$ cat src/rtl/qbr_pkg.sv
package qbr_pkg;
  localparam int GRAN_LOG2  = 6;
  localparam int GRAN_BYTES = 1 << GRAN_LOG2;
endpackage

$ cat src/rtl/qbr_granule_round.sv
module qbr_granule_round
  import qbr_pkg::*;
#(
  parameter int LEN_W = 12
) (
  input  logic             clk,
  input  logic             rst,
  input  logic [LEN_W-1:0] len_i,
  output logic [LEN_W:0]   bytes_o
);
  localparam logic [LEN_W:0] LOW_MASK = (LEN_W+1)'(GRAN_BYTES - 1);

  logic [LEN_W:0] padded;

  always_comb begin
    padded  = {1'b0, len_i} + LOW_MASK;
    bytes_o = padded & ~LOW_MASK;
  end

  AST_GRANULE_ALIGNED: assert property (@(posedge clk) disable iff (rst)
    (bytes_o[GRAN_LOG2-1:0] == '0) && ({1'b0, len_i} <= bytes_o) &&
    ((bytes_o - {1'b0, len_i}) < (LEN_W+1)'(GRAN_BYTES)));
endmodule

$ cat src/rtl/qbr_excess_acc.sv
module qbr_excess_acc #(
  parameter int ACC_W   = 20,
  parameter int ALLOC_W = 4,
  parameter int ADD_W   = 13
) (
  input  logic               clk,
  input  logic               rst,
  input  logic [ALLOC_W-1:0] alloc_i,
  input  logic               add_vld_i,
  input  logic [ADD_W-1:0]   add_bytes_i,
  output logic [ACC_W-1:0]   acc_o
);
  localparam logic [ACC_W-1:0] ACC_MAX = '1;

  logic [ACC_W-1:0] acc_q;
  logic [ACC_W-1:0] acc_d;
  logic [ACC_W-1:0] alloc_ext;
  logic [ACC_W-1:0] add_ext;
  logic [ACC_W-1:0] drained;
  logic [ACC_W:0]   sum;

  always_comb begin
    alloc_ext = ACC_W'(alloc_i);
    add_ext   = add_vld_i ? ACC_W'(add_bytes_i) : '0;
    drained   = (acc_q > alloc_ext) ? (acc_q - alloc_ext) : '0;
    sum       = {1'b0, drained} + {1'b0, add_ext};
    acc_d     = sum[ACC_W] ? ACC_MAX : sum[ACC_W-1:0];
  end

  always_ff @(posedge clk) begin
    if (rst) acc_q <= '0;
    else     acc_q <= acc_d;
  end

  assign acc_o = acc_q;

  AST_DRAIN_NONRISING: assert property (@(posedge clk) disable iff (rst)
    !add_vld_i |=> acc_q <= $past(acc_q));
  AST_DRAIN_TO_ZERO: assert property (@(posedge clk) disable iff (rst)
    (!add_vld_i && acc_q <= alloc_ext) |=> acc_q == '0);
  AST_NO_OVERFLOW: assert property (@(posedge clk) disable iff (rst)
    (add_vld_i && ACC_W'(add_bytes_i) >= alloc_ext) |=> acc_q >= $past(acc_q));
endmodule

$ cat src/rtl/qbr_qos_map.sv
module qbr_qos_map #(
  parameter int ACC_W   = 20,
  parameter int QOS_W   = 4,
  parameter int SHIFT_W = 5
) (
  input  logic [ACC_W-1:0]   acc_i,
  input  logic [SHIFT_W-1:0] shift_i,
  input  logic [QOS_W-1:0]   max_i,
  input  logic [QOS_W-1:0]   min_i,
  output logic [QOS_W-1:0]   qos_o
);
  logic [ACC_W-1:0] steps;
  logic [QOS_W-1:0] span;
  logic [ACC_W-1:0] span_ext;

  always_comb begin
    steps    = acc_i >> shift_i;
    span     = max_i - min_i;
    span_ext = ACC_W'(span);
    if (min_i > max_i)          qos_o = max_i;
    else if (steps >= span_ext) qos_o = min_i;
    else                        qos_o = max_i - steps[QOS_W-1:0];
  end
endmodule

$ cat src/rtl/qos_bw_regulator.sv
module qos_bw_regulator
  import qbr_pkg::*;
#(
  parameter int  LEN_W   = 12,
  parameter int  QOS_W   = 4,
  parameter int  ALLOC_W = 4,
  parameter int  ACC_W   = 20,
  localparam int SHIFT_W = $clog2(ACC_W + 1)
) (
  input  logic               clk,
  input  logic               rst,
  input  logic               req_vld,
  input  logic [LEN_W-1:0]   req_len,
  input  logic [QOS_W-1:0]   req_qos,
  input  logic               reg_en,
  input  logic [ALLOC_W-1:0] bw_alloc,
  input  logic [QOS_W-1:0]   qos_max,
  input  logic [QOS_W-1:0]   qos_min,
  input  logic [SHIFT_W-1:0] step_shift,
  output logic               qos_vld,
  output logic [QOS_W-1:0]   qos_out
);
  logic             regulated;
  logic             add_vld;
  logic [LEN_W:0]   rounded;
  logic [ACC_W-1:0] excess;
  logic [QOS_W-1:0] mapped;

  assign regulated = reg_en && (req_qos == '0);
  assign add_vld   = req_vld && regulated;

  qbr_granule_round #(.LEN_W(LEN_W)) u_round (
    .clk     (clk),
    .rst     (rst),
    .len_i   (req_len),
    .bytes_o (rounded)
  );

  qbr_excess_acc #(.ACC_W(ACC_W), .ALLOC_W(ALLOC_W), .ADD_W(LEN_W + 1)) u_acc (
    .clk         (clk),
    .rst         (rst),
    .alloc_i     (bw_alloc),
    .add_vld_i   (add_vld),
    .add_bytes_i (rounded),
    .acc_o       (excess)
  );

  qbr_qos_map #(.ACC_W(ACC_W), .QOS_W(QOS_W), .SHIFT_W(SHIFT_W)) u_map (
    .acc_i   (excess),
    .shift_i (step_shift),
    .max_i   (qos_max),
    .min_i   (qos_min),
    .qos_o   (mapped)
  );

  always_ff @(posedge clk) begin
    if (rst) begin
      qos_vld <= 1'b0;
      qos_out <= '0;
    end else begin
      qos_vld <= req_vld;
      if (req_vld) qos_out <= regulated ? mapped : req_qos;
    end
  end

  AST_VLD_RISE: assert property (@(posedge clk) disable iff (rst)
    req_vld |=> qos_vld);
  AST_VLD_IDLE: assert property (@(posedge clk) disable iff (rst)
    !req_vld |=> !qos_vld);
  AST_BYPASS_DISABLED: assert property (@(posedge clk) disable iff (rst)
    (req_vld && !reg_en) |=> qos_out == $past(req_qos));
  AST_BYPASS_NONZERO: assert property (@(posedge clk) disable iff (rst)
    (req_vld && req_qos != '0) |=> qos_out == $past(req_qos));
  AST_QOS_IN_RANGE: assert property (@(posedge clk) disable iff (rst)
    (add_vld && qos_min <= qos_max) |=>
      (qos_out <= $past(qos_max) && qos_out >= $past(qos_min)));
  AST_INVERTED_LIMITS: assert property (@(posedge clk) disable iff (rst)
    (add_vld && qos_min > qos_max) |=> qos_out == $past(qos_max));
endmodule

$ cat config.mk
export PLATFORM = sky130hd
export DESIGN_NAME = qos_bw_regulator
export DESIGN_NICKNAME = d
export VERILOG_FILES = /design/src/rtl/qbr_pkg.sv /design/src/rtl/qbr_granule_round.sv /design/src/rtl/qbr_excess_acc.sv /design/src/rtl/qbr_qos_map.sv /design/src/rtl/qos_bw_regulator.sv
export SDC_FILE = /design/constraint.sdc
export NUM_CORES = 1
export LEC_CHECK = 0
export BUFFER_PORTS_ARGS = -buffer_cell sky130_fd_sc_hd__buf_2
export CORE_ASPECT_RATIO = 1.1
export CORE_UTILIZATION = 60
export CTS_CLUSTER_DIAMETER = 80
export CTS_CLUSTER_SIZE = 28
export DETAILED_ROUTE_END_ITERATION = 16
export GPL_ROUTABILITY_DRIVEN = 0
export PLACE_DENSITY_LB_ADDON = 0.05
export SYNTH_ARGS = -nofsm -noshare
export SYNTH_HDL_FRONTEND = slang
export SYNTH_SLANG_ARGS = --single-unit
$ cat constraint.sdc
create_clock -name clk -period 13 [get_ports clk]
set_input_delay 1.95 -clock clk [delete_from_list [all_inputs] [get_ports clk]]
set_output_delay 1.95 -clock clk [all_outputs]
set_load 0.01 [all_outputs]
# Word-level counts from Yosys, hierarchy flattened
# Cells that the tools add are included.
[op_classes] shift=1 n_mux=6 n_addsub=5 n_lt_le_gt_ge=3 n_reduce_logical=3
[ops] op="2-to-1 mux 20 bit" n=2
[ops] op="adder 20 x 20 -> 21 bit" n=1
[ops] op="greater-or-equal comparator 20 x 4 -> 1 bit" n=1
[ops] op="> comparator 20 x 4 -> 1 bit" n=1
[ops] op=">> shifter 20 x 5 -> 20 bit" n=1
[ops] op="subtractor 20 x 4 -> 20 bit" n=1
[ops] op="adder 12 x 6 -> 13 bit (second input constant)" n=1
[ops] op="2-to-1 mux 13 bit" n=1
[ops] op="2-to-1 mux 4 bit" n=3
[ops] op="subtractor 4 bit" n=2
[ops] op="> comparator 4 bit" n=1
[ops] op="logical NOT 4 bit" n=1
[ops] op="logical AND 1 bit" n=2
[word_totals] elab_cells=21 out_inout_bits=5 input_bits=37 reg_bits=25

# Depth between registers and ports, before layout
[logic_depth] word_depth=6 mapped_depth=21 depth_no_buf=19

# Hierarchy
# A second synthesis with hierarchy kept.
[unflattened] cells_unflattened=467 area_unflattened_um2=3784.9
[by_module_without_submodules] mod="qbr_excess_acc" cells_per_inst=259 seq_area_each_um2=400.4 n_inst=1 area_per_inst_um2=2068.2
[by_module_without_submodules] mod="qbr_qos_map" cells_per_inst=161 seq_area_each_um2=0.0 n_inst=1 area_per_inst_um2=1287.5
[by_module_without_submodules] mod="qos_bw_regulator" cells_per_inst=21 seq_area_each_um2=100.1 n_inst=1 area_per_inst_um2=232.7
[by_module_without_submodules] mod="qbr_granule_round" cells_per_inst=26 seq_area_each_um2=0.0 n_inst=1 area_per_inst_um2=196.4

# Worst setup path before layout
# OpenSTA, ideal clock, no wires.
[synth_path] path_type="input port to flip-flop" from="input bw_alloc[0]" to="register u_acc.acc_q[18], in the netlist u_acc.acc_o[18]" stages=20 setup_time_ns=0.136 path_buffers=2 required_time_ns=12.864 t_arrival_ns=5.330 slack_ns=7.535 path_cell_list="ha_1 -> fa_1 -> nor2b_1 -> o21ai_0 -> a21oi_1 -> nor4_2 -> clkbuf_8 -> buf_2 -> nor2_1 -> ha_1 -> inv_1 -> fa_1 -> nor2b_1 -> o21ai_0 -> a21boi_0 -> o211ai_1 -> a32oi_4 -> nand3_1 -> nor3_1 -> a211oi_1"
[synth_between] elab_chain_cells=4 word_cells_on_any_way=5 cone_classes="add/sub: 2; order compare: 1; mux: 2"
[synth_rtl] element="start, declared" line="qos_bw_regulator.sv:16" rtl="input logic [ALLOC_W-1:0] bw_alloc,"
[synth_rtl] element="subtractor 20 x 4 -> 20 bit / > comparator 20 x 4 -> 1 bit (equally long branches)" line="qbr_excess_acc.sv:25" rtl="drained = (acc_q > alloc_ext) ? (acc_q - alloc_ext) : '0;"
[synth_rtl] element="2-to-1 mux 20 bit *" line="qbr_excess_acc.sv:25"
[synth_rtl] element="adder 20 x 20 -> 21 bit *" line="qbr_excess_acc.sv:26" rtl="sum = {1'b0, drained} + {1'b0, add_ext};"
[synth_rtl] element="2-to-1 mux 20 bit *" line="qbr_excess_acc.sv:27" rtl="acc_d = sum[ACC_W] ? ACC_MAX : sum[ACC_W-1:0];"
[synth_rtl] element="end signal, assigned" line="qbr_excess_acc.sv:31" rtl="if (rst) acc_q <= '0;"
[synth_rtl] element="end signal, assigned" line="qbr_excess_acc.sv:32" rtl="else acc_q <= acc_d;"
[synth_rtl] element="end, declared" line="qbr_excess_acc.sv:15" rtl="logic [ACC_W-1:0] acc_q;"
# Mark *: on every way between the ends. The rest lies on a longest branch, timed or not.
# A chain may end at the register's enable or synchronous reset.

# Final worst setup path
[layout_path] from="input bw_alloc[0]" to="register u_acc.acc_q[2], in the netlist u_acc.acc_o[2]"
# The elaborated chain is that of the path after synthesis.

==> results.md <==
- Status: finished, final reports clean
- Routed WL: a little over 8000 um
- Die Ht: roughly 82 um
- Synth Area in Adders: 0.1025
- Ant diodes: 0
- Fin cells: 495
- Num rows: 28
- HPWL Detailed: 6283 um
- Post-CTS Setup Repair Bufs: 0
- Worst slack, placed: roughly 7.0 ns
- Critical-path maximum fanout: 17
- Drt pass-1 iters: 4
- ANT nets after route: 0
- Fin nets: slightly below 500
- Vias in the first global route: 2844
- Fmax: 174.4 MHz
- Worst Tran Pin Value: between 0.6 and 0.7 ns
- Setup TNS: 0 ns
- Final setup vio count: 0
- Buffers & Inverters on Critical Path: 2
- Clock Root Buffer: clkbuf_8
- Simple-gate share of the synthesized area: 0.2381
- CP startpoint: bw_alloc[0]
- Placed cells: a little under 500
- Register area share after synthesis: 0.1443
- Hold depth: 2
- Clock buffer count from CTS: 3
- Period Utilization, post-route: 0.4410
- Share of cells above drive strength 1: 0.2214
- Worst VDD drop: 0.0001290 V
- Worst setup margin: between 7 and 8 ns
- Top FF cell, synth: dfxtp_1
- Worst Setup Start Kind: primary input
- Count of cell types in the netlist: 68
- Largest net degree at the start of global routing: 32
- CP max stage cell: fa_1
- Ranking of synthesized cells by area: dfxtp_1 (14%), mux4_2 (9.1%), ha_1 (7.9%), nor2_1 (4.3%), xnor2_1 (4.0%)
- CTS tree: yes
- Reg2reg setup slack: 8.63 ns
- Power Dens Cells: 198.3 mW/mm^2
- All-layer global routing usage: 0.2812
- Max Cap Viol: 0
- Mux share of post-synthesis cell area: 0.1486
- Initial Util: 0.6346
- Core area: between 0.005 and 0.006 sq mm
- Worst-path clk slew: around 0.09 ns
- Tmin final: between 5 and 6 ns
- Clock skew: between 0.002 and 0.0025 ns
- Critical path data arrival time: about 5.9 ns
- Cell taking the most area after synthesis: dfxtp_1
- Placed Instance Area: roughly 0.0035 sq mm
- Synth Area in XOR/XNOR: 0.07323
- Port Buffers: a little over 40
- Share of the synthesized area in the top cell type: 0.1443
- Synth Cell Area: about 0.0035 sq mm
- # DRC: 0
- Number of cells on the critical path: 19
- Wire length per cell: approximately 16 um
- Chip Width: around 74 um
- Global-route wire length before repair: ~13000 um
- R2R depth: 13
- RSZ-0062 raised after global routing: no
- Via Count: slightly above 3000
- H-tree depth: 1
- Finished Cell Area: ~0.0036 sq mm
- Flip-flop and latch count after synthesis: 25
- Core Util, Final: 0.6571
- Max-slew violations: 0
- Cts hold-fix bufs: 0
- Hold Path Class: reg2reg
- WS Path Type: in2reg
- CP Capture Point: u_acc.acc_o[2]
- Starting DRT DRC Count: around 200
- Leakage: ~1.5 nW
- Skew-Pair Late Insertion Delay: 0.28 ns
- Die area: between 0.006 and 0.007 sq mm
- Syn Area/Cell: between 8 and 9 sq um
- CP Data Required Time: roughly 13 ns
- Slew HR: 0.5528
- Vias per inst: ~6.2
- Reg-to-Reg Start: u_acc.acc_o[8]
- Synth warn: 0
- CP peak stage delay: roughly 0.4 ns
- Post-synthesis cell count: around 400
- Post-CTS Resized: 0
- CP endpoint kind: register
- FFs w/ async S/R, synth: 0
- Syn nets: 466
- Ports: 42
- CTS Sinks: 25
- Post-synth EDFFs: 0
- Layout area overhead: 3.535%
- Complex-gate fraction of the synthesized area: 0.1901
- Largest family of logic cells by synthesized area: simple AND/OR/NAND/NOR gates
- CP delay by family, top: compound AO/OA/AOI/OAI gates
- Antenna violations before repair: 0
- Max Root-Sink Buffers: 2
- Final hold violations: 0
- R2R Path End: u_acc.acc_o[15]
- Grt ovf: 0
- Crit-path cells: buf_2 -> ha_1 -> fa_1 -> nor2b_1 -> o21ai_0 -> a21oi_1 -> nor4_4 -> nor2_1 -> ha_1 -> inv_1 -> fa_1 -> nor2b_1 -> o21ai_0 -> a21boi_0 -> o211ai_1 -> a32oi_4 -> nand4_4 -> o31a_2 -> nor2_1
[layout make-up]
cell class,count,area [sq um]
fillers,488,1874
well taps,75,93.84
inverters,31,116.4
clock buffers,3,41.29
clock inverters,1,7.507
multi-input cells,318,2619
flip-flops and latches,25,500.5
repair buffers,42,212.7
[stage by stage]
stage	hold slack, ns	total power, W
finish	0.5594	0.0007122
global route	0.5840	0.0007753
CTS	0.5538	0.0007083
detailed placement	0.5411	0.0006569
global placement	0.5225	0.0006466
floorplan	0.5527	0.0005819
[worst min-delay path by stage]
stage / to / start
finish: qos_out[0] / qos_out[0]
global route: qos_out[0] / qos_out[0]
CTS: qos_out[0] / qos_out[0]
detailed placement: qos_out[0] / qos_out[0]
global placement: qos_out[0] / qos_out[0]
floorplan: qos_out[0] / qos_out[0]
[layout by cell type, fill, tap and decap left out, types with 9 or more instances in the layout]
cell type,count
xnor2_1,16
o21ai_0,17
inv_1,30
dfxtp_1,25
a21oi_2,9
ha_1,22
xor2_1,13
nor3_1,12
a21oi_1,22
nor2_1,40
mux4_2,14
buf_2,41
nand3_1,9
mux2i_1,11
nand2_1,23
[flip-flops by register name, summed over array words and instances (netlist names)]
register,cells
u_acc.acc_o,20
qos_out,4
qos_vld,1
[cells in the mapped netlist, types with 5 or more instances]
cell	number
inv_1	30
clkbuf_1	11
xnor2_1	16
nor2_1	40
a21oi_2	9
o21ai_0	17
o21a_1	5
a211oi_1	8
nor3_1	12
mux4_2	14
a21o_1	6
nor2b_1	8
nand3_1	9
mux2i_1	11
xor2_1	13
a21oi_1	22
nor4_1	7
clkbuf_8	8
dfxtp_1	25
nand2_1	23
ha_1	22
[report_power, final]
group / internal [W] / switching [W]
combinational: 0.000232 / 0.000271
sequential: 0.000102 / 0.0000570
clock: 0.0000218 / 0.0000274
total: 0.000357 / 0.000356
[logic make-up (layout without fill, tap and decap cells)]
logic type | Yosys count | after routing
AOI/OAI and AO/OA | 93 | 93
xor gates and xnor gates | 29 | 29
adders and majority gates | 26 | 26
buffers and inverters | 60 | 77
DFF | 25 | 25
muxes | 29 | 29
and+or+nand+nor | 141 | 141
[per-layer routing]
layer / up-vias / global-route usage / share of wire
met4: 0 / 0.09623 / 0.016
met2: 66 / 0.4820 / 0.50
met5: - / 0 / 0
met1: 1487 / 0.3690 / 0.45
met3: 13 / 0.02331 / 0.034
li1: 1506 / - / -
[worst reg2reg max path: stages, from the launching register on]
cell     delay (ns)
dfxtp_1        0.44
or4_4          0.60
or3b_1         0.61
nor4_4         0.43
a21oi_1        0.10
ha_1           0.31
a21o_1         0.18
a21oi_1        0.22
o21ai_0        0.19
o41ai_1        0.58
nor2_2         0.14
nor4b_1        0.18
a31oi_1        0.16
a31oi_1        0.10
(Power assumes the default switching activity.)
